`src/rtl/irqv_pkg.sv`:
```
package irqv_pkg;
   localparam int ADDR_VEC  = 0;
   localparam int ADDR_STAT = 1;
   localparam int ADDR_MODE = 2;

   typedef enum logic [1:0] {
      SRC_DMA0   = 2'd0,
      SRC_DMA1   = 2'd1,
      SRC_DMA2   = 2'd2,
      SRC_RASTER = 2'd3
   } irq_src_e;
endpackage

```
`src/rtl/irqv_flag.sv`:
```
module irqv_flag (
   input  logic clk,
   input  logic rst_n,
   input  logic set_i,
   input  logic clr_i,
   output logic pend_o
);
   // a fresh request outranks any clear landing in the same cycle
   always_ff @(posedge clk or negedge rst_n) begin
      if (!rst_n)      pend_o <= 1'b0;
      else if (set_i)  pend_o <= 1'b1;
      else if (clr_i)  pend_o <= 1'b0;
   end
endmodule

```
`src/rtl/irqv_prio.sv`:
```
module irqv_prio import irqv_pkg::*; #(
   parameter int NDMA = 3
) (
   input  logic            raster_i,
   input  logic [NDMA-1:0] dma_i,
   output logic            any_o,
   output logic [1:0]      code_o,
   output logic [NDMA-1:0] sel_o
);
   always_comb begin
      sel_o  = '0;
      code_o = SRC_DMA0;
      // ascending scan: the highest channel index wins
      for (int i = 0; i < NDMA; i++) begin
         if (dma_i[i]) begin
            sel_o    = '0;
            sel_o[i] = 1'b1;
            code_o   = 2'(i);
         end
      end
      if (raster_i) begin
         sel_o  = '0;
         code_o = SRC_RASTER;
      end
      any_o = raster_i | (|dma_i);
   end
endmodule

```
`src/rtl/irq_vector_ctrl.sv`:
```
module irq_vector_ctrl import irqv_pkg::*; #(
   parameter int DW            = 8,
   parameter int NDMA          = 3,
   parameter int ADDR_W        = 2,
   parameter int STAT_LSB      = 4,
   parameter int MODE_RCLR_BIT = 4,
   parameter int IVR_RST_VAL   = 1
) (
   input  logic              clk,
   input  logic              rst_n,
   input  logic              bus_we,
   input  logic [ADDR_W-1:0] bus_addr,
   input  logic [DW-1:0]     bus_wdata,
   output logic [DW-1:0]     bus_rdata,
   input  logic              raster_req,
   input  logic [NDMA-1:0]   dma_req,
   input  logic              iack,
   output logic              irq,
   output logic [DW-1:0]     vec_out
);
   localparam int CODE_W   = 2;
   localparam int VEC_LO   = CODE_W + 1;
   localparam int LAST_BIT = DW - 1;

   if (DW < VEC_LO + 1) begin : g_bad_dw
      $error("DW too small for vector layout");
   end
   if (NDMA < 1 || NDMA > 3) begin : g_bad_ndma
      $error("NDMA must be 1..3");
   end
   if (STAT_LSB + NDMA > LAST_BIT) begin : g_bad_stat
      $error("status field overlaps last-raster bit");
   end
   if (MODE_RCLR_BIT >= DW) begin : g_bad_mode
      $error("mode clear bit outside data width");
   end
   if (ADDR_W < 2) begin : g_bad_addr
      $error("ADDR_W must be at least 2");
   end

   logic [DW-1:0]     ivr_q, vec_q, stat_byte;
   logic              iack_q, last_ras_q, ack_start;
   logic              raster_pend, any_pend, raster_clr;
   logic [NDMA-1:0]   dma_pend, dma_sel, dma_sw_clr, dma_ack_clr;
   logic [CODE_W-1:0] code;
   logic              wr_vec, wr_stat, wr_mode;

   assign wr_vec    = bus_we && (bus_addr == ADDR_W'(ADDR_VEC));
   assign wr_stat   = bus_we && (bus_addr == ADDR_W'(ADDR_STAT));
   assign wr_mode   = bus_we && (bus_addr == ADDR_W'(ADDR_MODE));
   assign ack_start = iack & ~iack_q;

   irqv_prio #(.NDMA(NDMA)) u_prio (
      .raster_i (raster_pend),
      .dma_i    (dma_pend),
      .any_o    (any_pend),
      .code_o   (code),
      .sel_o    (dma_sel)
   );

   assign raster_clr = ack_start | (wr_mode & bus_wdata[MODE_RCLR_BIT]);

   irqv_flag u_ras_flag (
      .clk    (clk),
      .rst_n  (rst_n),
      .set_i  (raster_req),
      .clr_i  (raster_clr),
      .pend_o (raster_pend)
   );

   for (genvar i = 0; i < NDMA; i++) begin : g_dma
      // channel i sits at status bit STAT_LSB+NDMA-1-i
      assign dma_sw_clr[i]  = wr_stat & bus_wdata[STAT_LSB + NDMA - 1 - i];
      assign dma_ack_clr[i] = ack_start & ~ivr_q[0] & dma_sel[i];
      irqv_flag u_flag (
         .clk    (clk),
         .rst_n  (rst_n),
         .set_i  (dma_req[i]),
         .clr_i  (dma_sw_clr[i] | dma_ack_clr[i]),
         .pend_o (dma_pend[i])
      );
   end

   always_ff @(posedge clk or negedge rst_n) begin
      if (!rst_n) begin
         ivr_q      <= DW'(IVR_RST_VAL);
         iack_q     <= 1'b0;
         vec_q      <= '0;
         last_ras_q <= 1'b0;
      end else begin
         iack_q <= iack;
         if (wr_vec) ivr_q <= bus_wdata;
         if (ack_start) begin
            vec_q      <= {ivr_q[DW-1:VEC_LO], code, 1'b0};
            last_ras_q <= raster_pend;
         end
      end
   end

   always_comb begin
      stat_byte           = '0;
      stat_byte[LAST_BIT] = last_ras_q;
      for (int i = 0; i < NDMA; i++) stat_byte[STAT_LSB + NDMA - 1 - i] = dma_pend[i];
   end

   always_comb begin
      if (bus_addr == ADDR_W'(ADDR_VEC))       bus_rdata = ivr_q;
      else if (bus_addr == ADDR_W'(ADDR_STAT)) bus_rdata = stat_byte;
      else                                     bus_rdata = '0;
   end

   assign irq     = raster_pend | (|dma_pend);
   assign vec_out = vec_q;
endmodule

```
`config.mk`:
```
export PLATFORM = sky130hd
export DESIGN_NAME = irq_vector_ctrl
export DESIGN_NICKNAME = d
export VERILOG_FILES = /design/src/rtl/irqv_pkg.sv /design/src/rtl/irqv_flag.sv /design/src/rtl/irqv_prio.sv /design/src/rtl/irq_vector_ctrl.sv
export SDC_FILE = /design/constraint.sdc
export NUM_CORES = 1
export LEC_CHECK = 0
export ABC_AREA = 1
export BUFFER_PORTS_ARGS = -buffer_cell sky130_fd_sc_hd__buf_2
export CORE_UTILIZATION = 33
export DETAILED_ROUTE_END_ITERATION = 6
export PLACE_DENSITY = 0.52
export SLEW_MARGIN = 40
export SYNTH_ARGS = -nofsm -noshare
export SYNTH_HDL_FRONTEND = slang
export SYNTH_HIERARCHICAL = 1
export SYNTH_SLANG_ARGS = --single-unit
export TNS_END_PERCENT = 50
```
`constraint.sdc`:
```
create_clock -name clk -period 1.35 [get_ports clk]
set_clock_uncertainty 0.1 [all_clocks]
set_input_delay 0.405 -clock clk [delete_from_list [all_inputs] [get_ports clk]]
set_output_delay 0.405 -clock clk [all_outputs]
set_load 0.01 [all_outputs]
```
Yosys cells after proc, flatten, opt, wreduce, memory -nomap -nowiden
Cells that the tools add are included.
Widths: inputs -> output; s select.
{"block": "word_totals", "regBits": 21, "word_cells": 52}
{"block": "classes", "eq_ne": 2, "muxes": 17, "n_bitwise": 16, "n_reduce_logical": 9}
{"cell": "$mux 8", "count": 2}
{"cell": "$mux 1", "count": 10}
{"cell": "$and 1x1->1", "count": 9}
{"cell": "$reduce_bool 2->1", "count": 4}
{"cell": "$mux 2", "count": 3}
{"cell": "$mux 3", "count": 2}
{"cell": "$or 1x1->1", "count": 5}
{"cell": "$logic_and 1x1->1", "count": 3}
{"cell": "$reduce_or 3->1", "count": 1}
{"cell": "$eq 2x1->1 const B", "count": 1}
{"cell": "$eq 2x2->1 const B", "count": 1}
{"cell": "$logic_not 2->1", "count": 1}
{"cell": "$not 1->1", "count": 2}

Logic depth before layout (Yosys ltp)
{"block": "depth", "word_depth": 8, "depth_mapped": 8, "mapped_depth_nobuf": 8}

Hierarchy
The synthesis kept the hierarchy.
{"module": "irq_vector_ctrl", "instances": 1, "cells_each": 109, "area_per_inst_um2": 860.8, "seq_area_each_um2": 426.7}
{"module": "irqv_flag", "instances": 4, "cells_each": 5, "area_per_inst_um2": 40.0, "seq_area_each_um2": 25.0}
{"module": "irqv_prio", "instances": 1, "cells_each": 12, "area_per_inst_um2": 48.8, "seq_area_each_um2": 0.0}

Least setup slack after synthesis
No wires, ideal clock.
{"block": "synth_timing", "path_type": "input-to-output", "start": "input bus_addr[1]", "end": "output bus_rdata[5]", "arrival_time_ps": 876, "required_time_ps": 845, "path_slack_ps": -31, "path_stages": 3, "n_path_buf": 0, "path_cell_list": "inv_1 nand2_1 o21ai_0"}
{"block": "synth_between", "elab_chain_len": 3}
{"item": "start, declared", "line_no": "irq_vector_ctrl.sv:12", "rtl": "input logic [ADDR_W-1:0] bus_addr,"}
{"item": "$eq 2x1->1", "line_no": "irq_vector_ctrl.sv:108", "rtl": "else if (bus_addr == ADDR_W'(ADDR_STAT)) bus_rdata = stat_byte;"}
{"item": "$mux 8", "line_no": "irq_vector_ctrl.sv:108"}
{"item": "$mux 8 *", "line_no": "irq_vector_ctrl.sv:107", "rtl": "if (bus_addr == ADDR_W'(ADDR_VEC)) bus_rdata = ivr_q;"}
{"item": "end, declared", "line_no": "irq_vector_ctrl.sv:14", "rtl": "output logic [DW-1:0] bus_rdata,"}
Mark *: on every way between the ends. The rest lies on a longest branch, timed or not.

Worst setup path in the final report
{"block": "layout_timing", "start": "register ivr_q[0]", "end": "output bus_rdata[0]"}
{"block": "layout_between", "elab_chain_len": 1}
{"item": "start, declared", "line_no": "irq_vector_ctrl.sv:41", "rtl": "logic [DW-1:0] ivr_q, vec_q, stat_byte;"}
{"item": "start signal, assigned", "line_no": "irq_vector_ctrl.sv:86", "rtl": "ivr_q <= DW'(IVR_RST_VAL);"}
{"item": "start signal, assigned", "line_no": "irq_vector_ctrl.sv:92", "rtl": "if (wr_vec) ivr_q <= bus_wdata;"}
{"item": "$mux 8", "line_no": "irq_vector_ctrl.sv:107"}
No other way between the ends.

==> flow_metrics.tcl <==
set metrics [dict create \
    status "finished, violations left" \
    failed_checks "setup timing" \
    fillers 329 \
    clk_pin_slew_ps 120 \
    path_class "reg -> out" \
    ir_drop_v 0.000685 \
    worst_path_max_delay_cell "dfstp_2" \
    syn_to_final_growth_pct 36.1 \
    drtIter0Drc 31 \
    synthesis.area_mm2 0.00106 \
    syn_area_per_cell_um2 7.67 \
    min_period_over_period_pct 118 \
    cts_tree "built" \
    leakagePower_nw 0.839 \
    cp-end-kind "primary output" \
    cp_max_fo 2 \
    hp-class "in -> reg" \
    antenna_found_initial 0 \
    grt_pass1_vias 961 \
    finalNetCount 209 \
    vias 1014 \
    wl_per_cell_um 10.5 \
    place_ws_ps -251 \
    slew_violations 0 \
    final_common_cell "nand2_1" \
    fmax_mhz 626 \
    max_cap_viol_count 0 \
    grt_util_met3_pct 4.62 \
    setup_viol 11 \
    crit_arrival_ps 1090 \
    port-buffer-count 33 \
    place.gp.congestion 0.726 \
    grt_setup_unrepaired "yes" \
    hold_slack_ps 171 \
    wirelength_mm 2.45 \
    drc 0 \
    cts_sinks 21 \
    top_usage_layer "met2" \
    path_cells "inv_2 > nor2_1 > buf_2" \
    die_w_um 58.6 \
    root_buffer "clkbuf_4" \
    clockBufferDepth 2 \
    insertion_delay_ps 300 \
    grt_overflow 0 \
    use_met2_pct 26.8 \
    netlist_instances 138 \
    vias_per_cell 4.33 \
    std_cell_rows 20 \
    insertedDiodeCount 0 \
    synth_nets 156 \
    first_pass_iters 4 \
    start_kind "flop" \
    period_minus_slack_ps 1600 \
    die-area_mm2 0.00344 \
    fin_cells 234 \
    place_inst 218 \
    grt_use_total_pct 16.3 \
    critPathRequiredTime_ps 850 \
    met1_usage_pct 21.8 \
    layout.cells.most_common_list "nand2_1 (45), buf_2 (31), dfrtp_1 (20), buf_4 (19), nand3_1 (14)" \
    hold_viol 0 \
    cts_buffers 3 \
    dp_hpwl_mm 1.84 \
    grt_max_degree 22 \
    cts_htree_levels 1 \
    slowest_delay_ps 550 \
    core_mm2 0.00305 \
    yosys_warnings 6 \
    die_h_um 58.6 \
    grt_pass1_wl_mm 4.18 \
    antenna_left 0 \
    start_util_pct 34.7 \
    boundaryPins 35 \
    powerDensity_mw_per_mm2 1010 \
    drive_above_1_share_pct 39.5 \
    fin_ws_ps -249 \
]
routing by layer:
metal  wire length, um  share of wire (%)  up-vias
met5                 0                  0        -
met2              1140                 47       19
met4                19               0.78        0
met3                92                3.8        2
met1              1200                 49      458
li1                  -                  -      535
worst max-delay path: cells and delay by family (launching register included):
family / cells / cell delay, ps
buffers and inverters: 2 / 170
flip-flops: 1 / 550
AND/OR/NAND/NOR: 1 / 70
cell type report:
class | count | area [um^2] | share of cell area [%]
Clock buffer | 3 | 22.5 | 1.56
Clock inverter | 1 | 5.00 | 0.348
Inverter | 24 | 90.1 | 6.26
Multi-Input combinational cell | 88 | 402 | 27.9
Sequential cell | 21 | 527 | 36.6
Tap cell | 44 | 55.1 | 3.82
Timing Repair Buffer | 53 | 339 | 23.5
registers in the layout (all words and copies together), names as in the netlist:
register / cells
u_ras_flag/pend_o: 1
last_ras_q: 1
vec_out: 7
iack_q: 1
ivr_q: 8
g_dma.u_flag/pend_o: 3
metrics by stage:
stage	util [%]	power [mW]	TNS, ps	area [um^2]
floorplan	-	0.953	0	1060
global placement	42.8	1.10	-1530	1310
detailed placement	42.8	1.11	-1630	1310
CTS	46.0	1.46	-1640	1410
global route	47.2	1.57	-2270	1440
finish	47.2	1.46	-1410	1440
where the power goes:
part | switching, mW | internal [mW] | leakage [nW]
registers | 0.0528 | 0.717 | 0.246
logic | 0.201 | 0.183 | 0.575
clock network | 0.195 | 0.111 | 0.0177
total | 0.449 | 1.01 | 0.839
path summary, 6_finish.rpt:
check	end	slack, ps	from	cells past startpoint
worst max-delay path	bus_rdata[0]	-250	ivr_q[0]$_DFFE_PN1P_	3
worst min-delay path	g_dma[0].u_flag/pend_o$_DFFE_PN0P_	170	dma_req[0]	3
worst max register to register	g_dma[2].u_flag/pend_o$_DFFE_PN0P_	80	ivr_q[0]$_DFFE_PN1P_	8
worst min register to register	vec_out[4]$_DFFE_PN0P_	380	vec_out[4]$_DFFE_PN0P_	2
max in group asynchronous	ivr_q[0]$_DFFE_PN1P_	340	rst_n	2
min in group asynchronous	vec_out[5]$_DFFE_PN0P_	470	rst_n	2
what timing repair did:
| item | in CTS | in global routing |
|---|---|---|
| hold endpoints to repair | 20 | 0 |
| endpoints found under the setup margin | 16 | 17 |
| hold buffers | 1 | 0 |
| pin swaps | 6 | 2 |
| buffers inserted | 7 | 4 |
| resized for setup | 8 | 5 |
Power figures use the tool's default switching activity.
